==> src/rtl/nand_rd_pkg.sv <==
package nand_rd_pkg;

  typedef enum logic [3:0] {
    ST_IDLE,
    ST_CMD,
    ST_ADDR,
    ST_SETTLE,
    ST_RBWAIT,
    ST_TMO,
    ST_READ,
    ST_HOLD,
    ST_DONE
  } rd_state_e;

  localparam logic [7:0] OP_READ_MAIN  = 8'h00;
  localparam logic [7:0] OP_READ_SPARE = 8'h50;

  // Linear page number from block number and page-in-block index.
  function automatic logic [19:0] calc_page_addr(input logic [31:0] blk,
                                                 input logic [31:0] idx,
                                                 input int unsigned ppb);
    logic [31:0] full;
    full = blk * ppb + idx;
    return full[19:0];
  endfunction

  // Byte sent on address cycle number sel.
  function automatic logic [7:0] addr_cycle_byte(input logic [1:0]  sel,
                                                 input logic [7:0]  col,
                                                 input logic [19:0] pa);
    case (sel)
      2'd0:    return col;
      2'd1:    return pa[7:0];
      2'd2:    return pa[15:8];
      default: return {4'h0, pa[19:16]};
    endcase
  endfunction

endpackage

==> src/rtl/nand_rb_sync.sv <==
module nand_rb_sync (
  input  logic clk,
  input  logic rst_n,
  input  logic rb_n_async,
  output logic rb_ready_s
);
  logic meta_q;

  // Both flops reset to "busy" so nothing reads as ready straight out of reset.
  always_ff @(posedge clk or negedge rst_n) begin
    if (!rst_n) begin
      meta_q     <= 1'b0;
      rb_ready_s <= 1'b0;
    end else begin
      meta_q     <= rb_n_async;
      rb_ready_s <= meta_q;
    end
  end
endmodule

==> src/rtl/nand_we_pulse.sv <==
module nand_we_pulse #(
  parameter int LOW_CLK  = 2,
  parameter int HIGH_CLK = 2
) (
  input  logic clk,
  input  logic rst_n,
  input  logic go,
  output logic we_n,
  output logic beat_end
);
  localparam int TOT = LOW_CLK + HIGH_CLK;
  localparam int CW  = $clog2(TOT + 1);

  logic          active;
  logic [CW-1:0] cnt;

  always_ff @(posedge clk or negedge rst_n) begin
    if (!rst_n) begin
      active <= 1'b0;
      cnt    <= '0;
      we_n   <= 1'b1;
    end else if (!active) begin
      if (go) begin
        active <= 1'b1;
        cnt    <= '0;
        we_n   <= 1'b0;
      end
    end else begin
      if (cnt == CW'(LOW_CLK - 1)) we_n <= 1'b1;
      if (cnt == CW'(TOT - 1)) begin
        active <= 1'b0;
        cnt    <= '0;
      end else begin
        cnt <= cnt + 1'b1;
      end
    end
  end

  assign beat_end = active && (cnt == CW'(TOT - 1));

  AST_WE_HIGH_AT_END: assert property (@(posedge clk) disable iff (!rst_n)
    beat_end |-> we_n);
endmodule

==> src/rtl/nand_re_sample.sv <==
module nand_re_sample #(
  parameter int LOW_CLK  = 2,
  parameter int HIGH_CLK = 2
) (
  input  logic       clk,
  input  logic       rst_n,
  input  logic       go,
  input  logic [7:0] dq_i,
  output logic       re_n,
  output logic       beat_end,
  output logic [7:0] rd_byte
);
  localparam int TOT = LOW_CLK + HIGH_CLK;
  localparam int CW  = $clog2(TOT + 1);

  logic          active;
  logic [CW-1:0] cnt;

  // The byte is captured on the same edge that releases the strobe.
  always_ff @(posedge clk or negedge rst_n) begin
    if (!rst_n) begin
      active  <= 1'b0;
      cnt     <= '0;
      re_n    <= 1'b1;
      rd_byte <= 8'h00;
    end else if (!active) begin
      if (go) begin
        active <= 1'b1;
        cnt    <= '0;
        re_n   <= 1'b0;
      end
    end else begin
      if (cnt == CW'(LOW_CLK - 1)) begin
        re_n    <= 1'b1;
        rd_byte <= dq_i;
      end
      if (cnt == CW'(TOT - 1)) begin
        active <= 1'b0;
        cnt    <= '0;
      end else begin
        cnt <= cnt + 1'b1;
      end
    end
  end

  assign beat_end = active && (cnt == CW'(TOT - 1));

  AST_RE_BYTE_KEPT: assert property (@(posedge clk) disable iff (!rst_n)
    (re_n && $past(re_n)) |-> $stable(rd_byte));
endmodule

==> src/rtl/nand_rd_seq.sv <==
module nand_rd_seq
  import nand_rd_pkg::*;
#(
  parameter int PAGE_SIZE       = 512,
  parameter int PAGES_PER_BLOCK = 32,
  parameter int BLK_W           = 15,
  parameter bit FOUR_CYCLE      = 1'b0,
  parameter int BB_POS          = 5,
  parameter int WE_LOW_CLK      = 2,
  parameter int WE_HIGH_CLK     = 2,
  parameter int RE_LOW_CLK      = 2,
  parameter int RE_HIGH_CLK     = 2,
  parameter int TWB_CLK         = 4,
  parameter int TIMEOUT_CLK     = 200,
  localparam int PIDX_W         = $clog2(PAGES_PER_BLOCK)
) (
  input  logic              clk,
  input  logic              rst_n,
  input  logic              start,
  input  logic              mode_spare,
  input  logic [BLK_W-1:0]  blk_num,
  input  logic [PIDX_W-1:0] page_idx,
  input  logic              rb_wired,
  output logic              busy,
  output logic              done,
  output logic              out_valid,
  input  logic              out_ready,
  output logic [7:0]        out_data,
  output logic              nand_cle,
  output logic              nand_ale,
  output logic              nand_we_n,
  output logic              nand_re_n,
  output logic [7:0]        nand_dq_o,
  output logic              nand_dq_oe,
  input  logic [7:0]        nand_dq_i,
  input  logic              nand_rb_n
);
  localparam int          BC_W      = $clog2(PAGE_SIZE);
  localparam int          WT_MAX    = (TWB_CLK > TIMEOUT_CLK) ? TWB_CLK : TIMEOUT_CLK;
  localparam int          WT_W      = $clog2(WT_MAX + 1);
  localparam logic [1:0]  LAST_ADDR = FOUR_CYCLE ? 2'd3 : 2'd2;
  localparam logic [7:0]  SPARE_COL = 8'(BB_POS);

  rd_state_e         state;
  logic              spare_q;
  logic              rbw_q;
  logic [19:0]       pa_q;
  logic [1:0]        addr_idx;
  logic [WT_W-1:0]   wcnt;
  logic [BC_W-1:0]   byte_cnt;

  // Named internal events.
  logic              wr_go, wr_end;
  logic              rd_go, rd_end;
  logic              addr_last;
  logic              settle_hit, tmo_hit;
  logic              xfer;
  logic              rb_ready_s;
  logic [7:0]        rd_byte;
  logic [BC_W-1:0]   last_idx;
  logic [7:0]        col_byte;
  logic [7:0]        cmd_byte;

  assign wr_go      = (state == ST_CMD) || (state == ST_ADDR);
  assign rd_go      = (state == ST_READ);
  assign addr_last  = (addr_idx == LAST_ADDR);
  assign settle_hit = (wcnt == WT_W'(TWB_CLK - 1));
  assign tmo_hit    = (wcnt == WT_W'(TIMEOUT_CLK - 1));
  assign xfer       = out_valid && out_ready;
  assign last_idx   = spare_q ? '0 : BC_W'(PAGE_SIZE - 1);
  assign col_byte   = spare_q ? SPARE_COL : 8'h00;
  assign cmd_byte   = spare_q ? OP_READ_SPARE : OP_READ_MAIN;

  nand_rb_sync u_rb_sync (
    .clk        (clk),
    .rst_n      (rst_n),
    .rb_n_async (nand_rb_n),
    .rb_ready_s (rb_ready_s)
  );

  nand_we_pulse #(
    .LOW_CLK  (WE_LOW_CLK),
    .HIGH_CLK (WE_HIGH_CLK)
  ) u_we (
    .clk      (clk),
    .rst_n    (rst_n),
    .go       (wr_go),
    .we_n     (nand_we_n),
    .beat_end (wr_end)
  );

  nand_re_sample #(
    .LOW_CLK  (RE_LOW_CLK),
    .HIGH_CLK (RE_HIGH_CLK)
  ) u_re (
    .clk      (clk),
    .rst_n    (rst_n),
    .go       (rd_go),
    .dq_i     (nand_dq_i),
    .re_n     (nand_re_n),
    .beat_end (rd_end),
    .rd_byte  (rd_byte)
  );

  always_ff @(posedge clk or negedge rst_n) begin
    if (!rst_n) begin
      state    <= ST_IDLE;
      spare_q  <= 1'b0;
      rbw_q    <= 1'b0;
      pa_q     <= '0;
      addr_idx <= '0;
      wcnt     <= '0;
      byte_cnt <= '0;
    end else begin
      case (state)
        ST_IDLE: begin
          if (start) begin
            spare_q  <= mode_spare;
            rbw_q    <= rb_wired;
            pa_q     <= calc_page_addr(32'(blk_num), 32'(page_idx), PAGES_PER_BLOCK);
            addr_idx <= '0;
            byte_cnt <= '0;
            state    <= ST_CMD;
          end
        end
        ST_CMD: begin
          if (wr_end) state <= ST_ADDR;
        end
        ST_ADDR: begin
          if (wr_end) begin
            if (addr_last) begin
              wcnt  <= '0;
              state <= rbw_q ? ST_SETTLE : ST_TMO;
            end else begin
              addr_idx <= addr_idx + 1'b1;
            end
          end
        end
        ST_SETTLE: begin
          if (settle_hit) state <= ST_RBWAIT;
          else            wcnt  <= wcnt + 1'b1;
        end
        ST_RBWAIT: begin
          if (rb_ready_s) state <= ST_READ;
        end
        ST_TMO: begin
          if (tmo_hit) state <= ST_READ;
          else         wcnt  <= wcnt + 1'b1;
        end
        ST_READ: begin
          if (rd_end) state <= ST_HOLD;
        end
        ST_HOLD: begin
          if (out_ready) begin
            if (byte_cnt == last_idx) begin
              state <= ST_DONE;
            end else begin
              byte_cnt <= byte_cnt + 1'b1;
              state    <= ST_READ;
            end
          end
        end
        ST_DONE: state <= ST_IDLE;
        default: state <= ST_IDLE;
      endcase
    end
  end

  assign busy       = (state != ST_IDLE);
  assign done       = (state == ST_DONE);
  assign out_valid  = (state == ST_HOLD);
  assign out_data   = rd_byte;
  assign nand_cle   = (state == ST_CMD);
  assign nand_ale   = (state == ST_ADDR);
  assign nand_dq_oe = wr_go;
  assign nand_dq_o  = (state == ST_CMD)  ? cmd_byte :
                      (state == ST_ADDR) ? addr_cycle_byte(addr_idx, col_byte, pa_q) :
                                           8'h00;

  AST_LATCH_EXCL: assert property (@(posedge clk) disable iff (!rst_n)
    !(nand_cle && nand_ale));
  AST_WE_DATA_HELD: assert property (@(posedge clk) disable iff (!rst_n)
    $rose(nand_we_n) |-> (nand_dq_oe && $stable(nand_dq_o)));
  AST_RB_GATE: assert property (@(posedge clk) disable iff (!rst_n)
    (rbw_q && $fell(nand_re_n) && (byte_cnt == '0)) |-> rb_ready_s);
  AST_OUT_HOLD: assert property (@(posedge clk) disable iff (!rst_n)
    (out_valid && !out_ready) |=> (out_valid && $stable(out_data)));
  AST_NO_RE_PENDING: assert property (@(posedge clk) disable iff (!rst_n)
    out_valid |-> nand_re_n);
  AST_DONE_RELEASE: assert property (@(posedge clk) disable iff (!rst_n)
    done |=> (!busy && !done));
  AST_START_IGNORED: assert property (@(posedge clk) disable iff (!rst_n)
    (busy && start) |=> $stable(pa_q));
  AST_BUS_DIR: assert property (@(posedge clk) disable iff (!rst_n)
    !(nand_dq_oe && !nand_re_n));
  AST_XFER_ONLY_VALID: assert property (@(posedge clk) disable iff (!rst_n)
    xfer |-> busy);
endmodule

==> config.mk <==
export PLATFORM = sky130hd
export DESIGN_NAME = nand_rd_seq
export DESIGN_NICKNAME = d
export VERILOG_FILES = /design/src/rtl/nand_rd_pkg.sv /design/src/rtl/nand_rb_sync.sv /design/src/rtl/nand_we_pulse.sv /design/src/rtl/nand_re_sample.sv /design/src/rtl/nand_rd_seq.sv
export SDC_FILE = /design/constraint.sdc
export NUM_CORES = 1
export LEC_CHECK = 0
export ABC_AREA = 1
export BUFFER_PORTS_ARGS = -buffer_cell sky130_fd_sc_hd__clkbuf_2
export CORE_AREA = 4 4 108 79
export CTS_CLUSTER_DIAMETER = 60
export DETAILED_ROUTE_END_ITERATION = 16
export DIE_AREA = 0 0 112 83
export PLACE_DENSITY = 0.8
export SYNTH_ARGS = -nofsm -noshare
export SYNTH_HDL_FRONTEND = slang
export SYNTH_HIERARCHICAL = 1
export SYNTH_SLANG_ARGS = --single-unit
==> constraint.sdc <==
create_clock -name clk -period 2.4 [get_ports clk]
set_input_delay 0.12 -clock clk [delete_from_list [all_inputs] [get_ports clk]]
set_output_delay 0.12 -clock clk [all_outputs]
set_load 0.05 [all_outputs]
## After elaboration in Yosys (flattened, before gate mapping)

Index checks and enable logic that the tools add are counted.

| cells by class | value |
|---|---|
| $add $sub $neg | 6 |
| mux-type cells | 49 |
| reductions and logical operators | 19 |
| eq/ne operators | 32 |

Operator list:

| kind | count |
|---|---|
| $mux 8 | 6 |
| $pmux 8 s3 | 2 |
| $mux 4 | 10 |
| $mux 9 | 4 |
| $pmux 4 s8 | 1 |
| $mux 3 | 8 |
| $add 20x5->20 | 1 |
| $ne 2x2->1 const B | 9 |
| $pmux 9 s2 | 1 |
| $eq 4x3->1 const B | 4 |
| $mux 1 | 12 |
| $ne 2x1->1 const B | 6 |
| $add 9x1->9 const B | 1 |
| $eq 9x9->1 | 1 |
| $reduce_and 9->1 | 1 |
| $add 8x1->8 const B | 1 |
| $eq 4x2->1 const B | 2 |
| $eq 8x2->1 const B | 1 |
| $eq 8x8->1 const B | 1 |
| $reduce_and 2->1 | 4 |
| $reduce_and 4->1 | 2 |
| $reduce_bool 2->1 | 4 |
| $mux 7 | 1 |
| $add 3x1->3 const B | 2 |
| 16 further kinds | 21 |

| word-level totals | value |
|---|---|
| logic and storage cells | 122 |
| output and inout bits | 24 |
| input bits | 35 |
| bits in registers | 65 |

## Depth between registers and ports, before layout

| logic depth | value |
|---|---|
| word-level depth | 5 |
| gate-level depth with buffers | 12 |
| gate-level depth less buffers | 12 |

## Modules after synthesis

The synthesis kept the hierarchy.

By module, submodules not included:

| module | times used | cells an instance | area an instance (um2) | seq. area each (um2) |
|---|---|---|---|---|
| nand_rd_seq | 1 | 347 | 2,780.2 | 1,126.1 |
| nand_re_sample | 1 | 63 | 588.1 | 326.6 |
| nand_we_pulse | 1 | 30 | 241.5 | 126.4 |
| nand_rb_sync | 1 | 2 | 50.0 | 50.0 |

## Worst setup path after synthesis

No wires, ideal clock.

| timing | value |
|---|---|
| path type | register to output |
| start | register state[0] |
| end | output port done |
| path buffers | 1 |
| data arrival time | 2,024 ps |
| stages on the path, launching flop included | 3 |
| setup slack | 256 ps |
| cell sequence | dfrtp_1 buf_6 nor4_1 |

| between the ends | value |
|---|---|
| cells in the longest elaborated chain, start to end | 1 |

Ends and longest elaborated chain:

| item | line | RTL |
|---|---|---|
| start, declared | nand_rd_seq.sv:44 | `rd_state_e state;` |
| start signal, assigned | nand_rd_seq.sv:133 | `state <= rbw_q ? ST_SETTLE : ST_TMO;` |
| $eq 4x4->1 | nand_rd_seq.sv:170 | `assign done = (state == ST_DONE);` |
| end, declared | nand_rd_seq.sv:25 | `output logic done,` |

Every way passes these cells.

## Worst setup path in the final report

| timing | value |
|---|---|
| start | register state[1] |
| end | output port nand_dq_o[1] |

| between the ends | value |
|---|---|
| cells in the longest elaborated chain, start to end | 3 |

Ends and longest elaborated chain:

| item | line | RTL |
|---|---|---|
| $eq 4x2->1 | nand_rd_seq.sv:177 | `(state == ST_ADDR) ? addr_cycle_byte(addr_idx, col_byte, pa_q) :` |
| $mux 8 | nand_rd_seq.sv:177 |  |
| $mux 8 * | nand_rd_seq.sv:176 | `assign nand_dq_o = (state == ST_CMD) ? cmd_byte :` |
| end, declared | nand_rd_seq.sv:33 | `output logic [7:0] nand_dq_o,` |

Every way passes the cells marked *; elsewhere a longest branch is shown, timed or not.

==> run_results.csv <==
group,metric,value,unit
outcome,status,"finished clean",
sta,slew_violations,0,
yosys,ys_warn_count,6,
cells_and_area,area_delta_synth_final,21.7,%
detailed_routing,drt_first_pass_iters,6,
floorplanning,core,0.00760,mm2
power,ir_drop,0.000555,V
detailed_routing,wl_per_cell,13.3,um
detailed_routing,drc_errors,0,
yosys,syn_avg_cell_area,8.28,um2
floorplanning,dieArea,0.00930,mm2
clock_network,clock-root-buffer,"clkbuf_8",
power,internal-power,2.80,mW
clock_network,clock_latency,0.35,ns
yosys,ys_seq_area_frac,0.445,
yosys,ys_ff_latch,65,
clock_network,cts_tree,"built",
sta,holdWs,0.0197,ns
sta,period_share,0.899,
yosys,syn_area,0.00366,mm2
placement,dpl.hpwl,5880,um
yosys,synth_top_area_share,0.431,
min_path,min_path_cells,3,
floorplanning,pin_count,59,
min_path,hold_class,"input pin to flop",
sta,finClkSkew,0.0115,ns
min_path,min_to,"u_re/rd_byte[1]",
setup_path,rrSetupSlack,0.51,ns
placement,placedCellCount,595,
yosys,synthCells,442,
cells_and_area,finalNonFillerCells,635,
setup_path,reg2reg_depth,9,
sta,maxSlewHeadroom,0.523,
power,p_sw,2.57,mW
sta,hold_viol_final,0,
global_route,antenna_found_initial,0,
setup_path,worstPathMaxFanout,11,
placement,portBuffers,58,
global_route,grt-ovfl-total,0,
power,swShare,0.478,
clock_network,clkSlewWorstSetupHoldPaths,0.07,ns
setup_path,cp.arrival,2.04,ns
run,maxCapViolCount,0,
sta,setup_viol,0,
floorplanning,die_h,83,um
detailed_routing,drt-total-wl,8480,um
clock_network,post_cts_buffers,0,
power,power_density,1210,mW/mm2
floorplanning,initial_core_util,0.481,
setup_path,worstSetupPathType,"flop to primary output",
power,p_comb_frac,0.506,
power,power_frac_seq,0.335,
yosys,synth_nets,487,
sta,rsz0062_at_grt,"false",
sta,fmax,464,MHz
yosys,yosys.area.top_type,"dfrtp_1",
cells_and_area,multiInputGateArea,0.00179,mm2
clock_network,cts_sinks,65,
global_route,grt_pass1_vias,3182,
power,power_frac_clock,0.159,
clock_network,cts-resized-gates,0,
floorplanning,die_width,112,um
setup_path,critPathRequiredTime,2.28,ns
power,p_leak,2.32,nW
setup_path,end_kind,"primary output",
global_route,grt_use_total,0.196,
yosys,ys_types,33,
setup_path,r2r-end,"wcnt[6]",
setup_path,startpoint_type,"flop",
clock_network,cts_made_buffers,9,
sta,setup_tns,0,ns
cells_and_area,ff_latch_area,0.00163,mm2
cells_and_area,final_nets,574,
floorplanning,rows,27,
sta,fin_crit,2.16,ns
global_route,grt_start_max_net_pins,39,
min_path,hold_start,"nand_dq_i[1]",
clock_network,clockBufferDepth,2,
detailed_routing,ant_nets,0,
cells_and_area,antenna_cells,0,
clock_network,h-tree-depth,3,
sta,worstMarginPinSlew,0.716,ns
global_route,grt_pass1_wl,14900,um
placement,place.gp.congestion,0.918,
yosys,synthTopCellsByArea,"dfrtp_1, nand2_1, mux2_4",
detailed_routing,vias,3207,
setup_path,r2r-start,"addr_idx[0]",
placement,dpl-instance-area,0.00403,mm2
detailed_routing,drt_iter0_markers,257,
detailed_routing,avgViaCountPerCell,5.05,
cells_and_area,layout-drive-gt1-share,0.228,
cells_and_area,num-fill-cells,686,
cells_and_area,design_area,0.00445,mm2
## cells in the mapped netlist
library cell  count
nand4_1           9
dfstp_2           2
nand3_1          28
xor2_1            7
or2_2             2
nor2_2            3
dfrtp_1          63
mux2_4           16
xnor2_1           1
nor2_1           44
ha_1             10
inv_1            37
nand2_2           4
nand3_2           1
a31oi_1           2
nor2_4            3
clkbuf_2          1
buf_4             2
buf_6             5
nand2_4           2
o21ai_0          10
nand3b_1          5
a21oi_1          14
o21ai_1           1
a31oi_2           1
a22o_1            2
nand2_1         150
nand3_4           2
nor3_1            3
nor4_1            1
buf_1             1
mux2_2            4
inv_2             6
## final cells by class
class | count | area share
repair buffers | 85 | 0.127
clock inverters | 5 | 0.00899
multi-input cells | 325 | 0.402
clock buffers | 11 | 0.0318
inverters | 43 | 0.0362
well taps | 101 | 0.0284
flip-flops and latches | 65 | 0.366
## worst max-delay path by stage
stage                     start      endpoint  slack, ns  cells past startpoint
floorplan              state[0]          done       0.26                      2
finish                 state[1]  nand_dq_o[1]       0.24                      7
CTS                    state[1]  nand_dq_o[2]       0.28                      7
detailed placement  addr_idx[0]       wcnt[1]       0.53                      9
global placement    addr_idx[0]       wcnt[7]       0.64                      9
global route           state[1]  nand_dq_o[2]       0.09                      7
## per-layer routing
| layer | share of wire | routed length, um | GRT usage |
|---|---|---|---|
| met4 | 0.0087 | 74 | 0.0491 |
| met5 | 0 | 0 | 0 |
| met2 | 0.45 | 3790 | 0.304 |
| met3 | 0.066 | 562 | 0.0612 |
| met1 | 0.48 | 4050 | 0.267 |
## through the flow
| step | setup WS (ns) | util | power [mW] |
|---|---|---|---|
| 6_report | 0.243 | 0.586 | 5.37 |
| 5_1_grt | 0.0874 | 0.586 | 5.79 |
| 4_1_cts | 0.276 | 0.585 | 5.38 |
| 3_5_place_dp | 0.533 | 0.530 | 4.47 |
| 3_3_place_gp | 0.640 | 0.530 | 4.37 |
| 2_1_floorplan | 0.256 | - | 3.92 |
## power groups by stage
stage                     sequential (mW)  clock [mW]  combinational, mW
after floorplan                      2.01           0               1.91
after global placement               1.79           0               2.58
after detailed placement             1.80           0               2.67
after CTS                            1.79       0.884               2.71
after global routing                 1.84       0.941               3.01
final                                1.80       0.855               2.72
## registers in the layout (all words and copies together), names as in the netlist, 2 cells and up
name	cells
u_re/cnt	3
wcnt	8
pa_q	20
byte_cnt	9
u_we/cnt	3
state	4
addr_idx	2
u_re/rd_byte	8
## layout by cell type, fill, tap and decap left out
cell	instances
nand4_1	9
a22o_1	2
clkinv_4	1
nor2_2	3
nand3b_1	5
clkinvlp_4	3
nand3_1	28
a21oi_1	14
dfstp_2	2
mux2_4	16
or2_2	2
a31oi_2	1
nor4_1	1
clkbuf_2	58
inv_2	6
nand3_4	2
o21ai_1	1
nor2_4	3
inv_1	37
dfrtp_1	63
clkbuf_8	10
buf_4	2
buf_12	1
nand3_2	1
nand2_4	2
nor2_1	44
nor3_1	3
a31oi_1	2
dlygate4sd3_1	24
ha_1	10
clkbuf_1	1
nand2_1	150
nand2_2	4
inv_6	1
xor2_1	7
xnor2_1	1
o21ai_0	10
mux2_2	4
## cells by family after synthesis
logic type / count (synthesis) / synth area share
AO/OA/AOI/OAI: 30 / 0.0458
XOR/XNOR: 8 / 0.0191
adder cells (fa/ha/maj): 10 / 0.0342
buffers and inverters: 52 / 0.0660
flip-flops: 65 / 0.445
multiplexers: 20 / 0.0779
AND/OR/NAND/NOR: 257 / 0.312
## what timing repair did
action,CTS,global route
hold buffers,23,1
endpoints found under the setup margin,0,0
hold endpoints to repair,48,1
## critical path, cell delays in order (launching register included)
cell and delay (ns):
dfrtp_1 0.51, inv_2 0.11, nor2_4 0.16, nand2_2 0.11
inv_2 0.18, o21ai_0 0.12, a21oi_1 0.18, clkbuf_2 0.31
(Power assumes the default switching activity.)
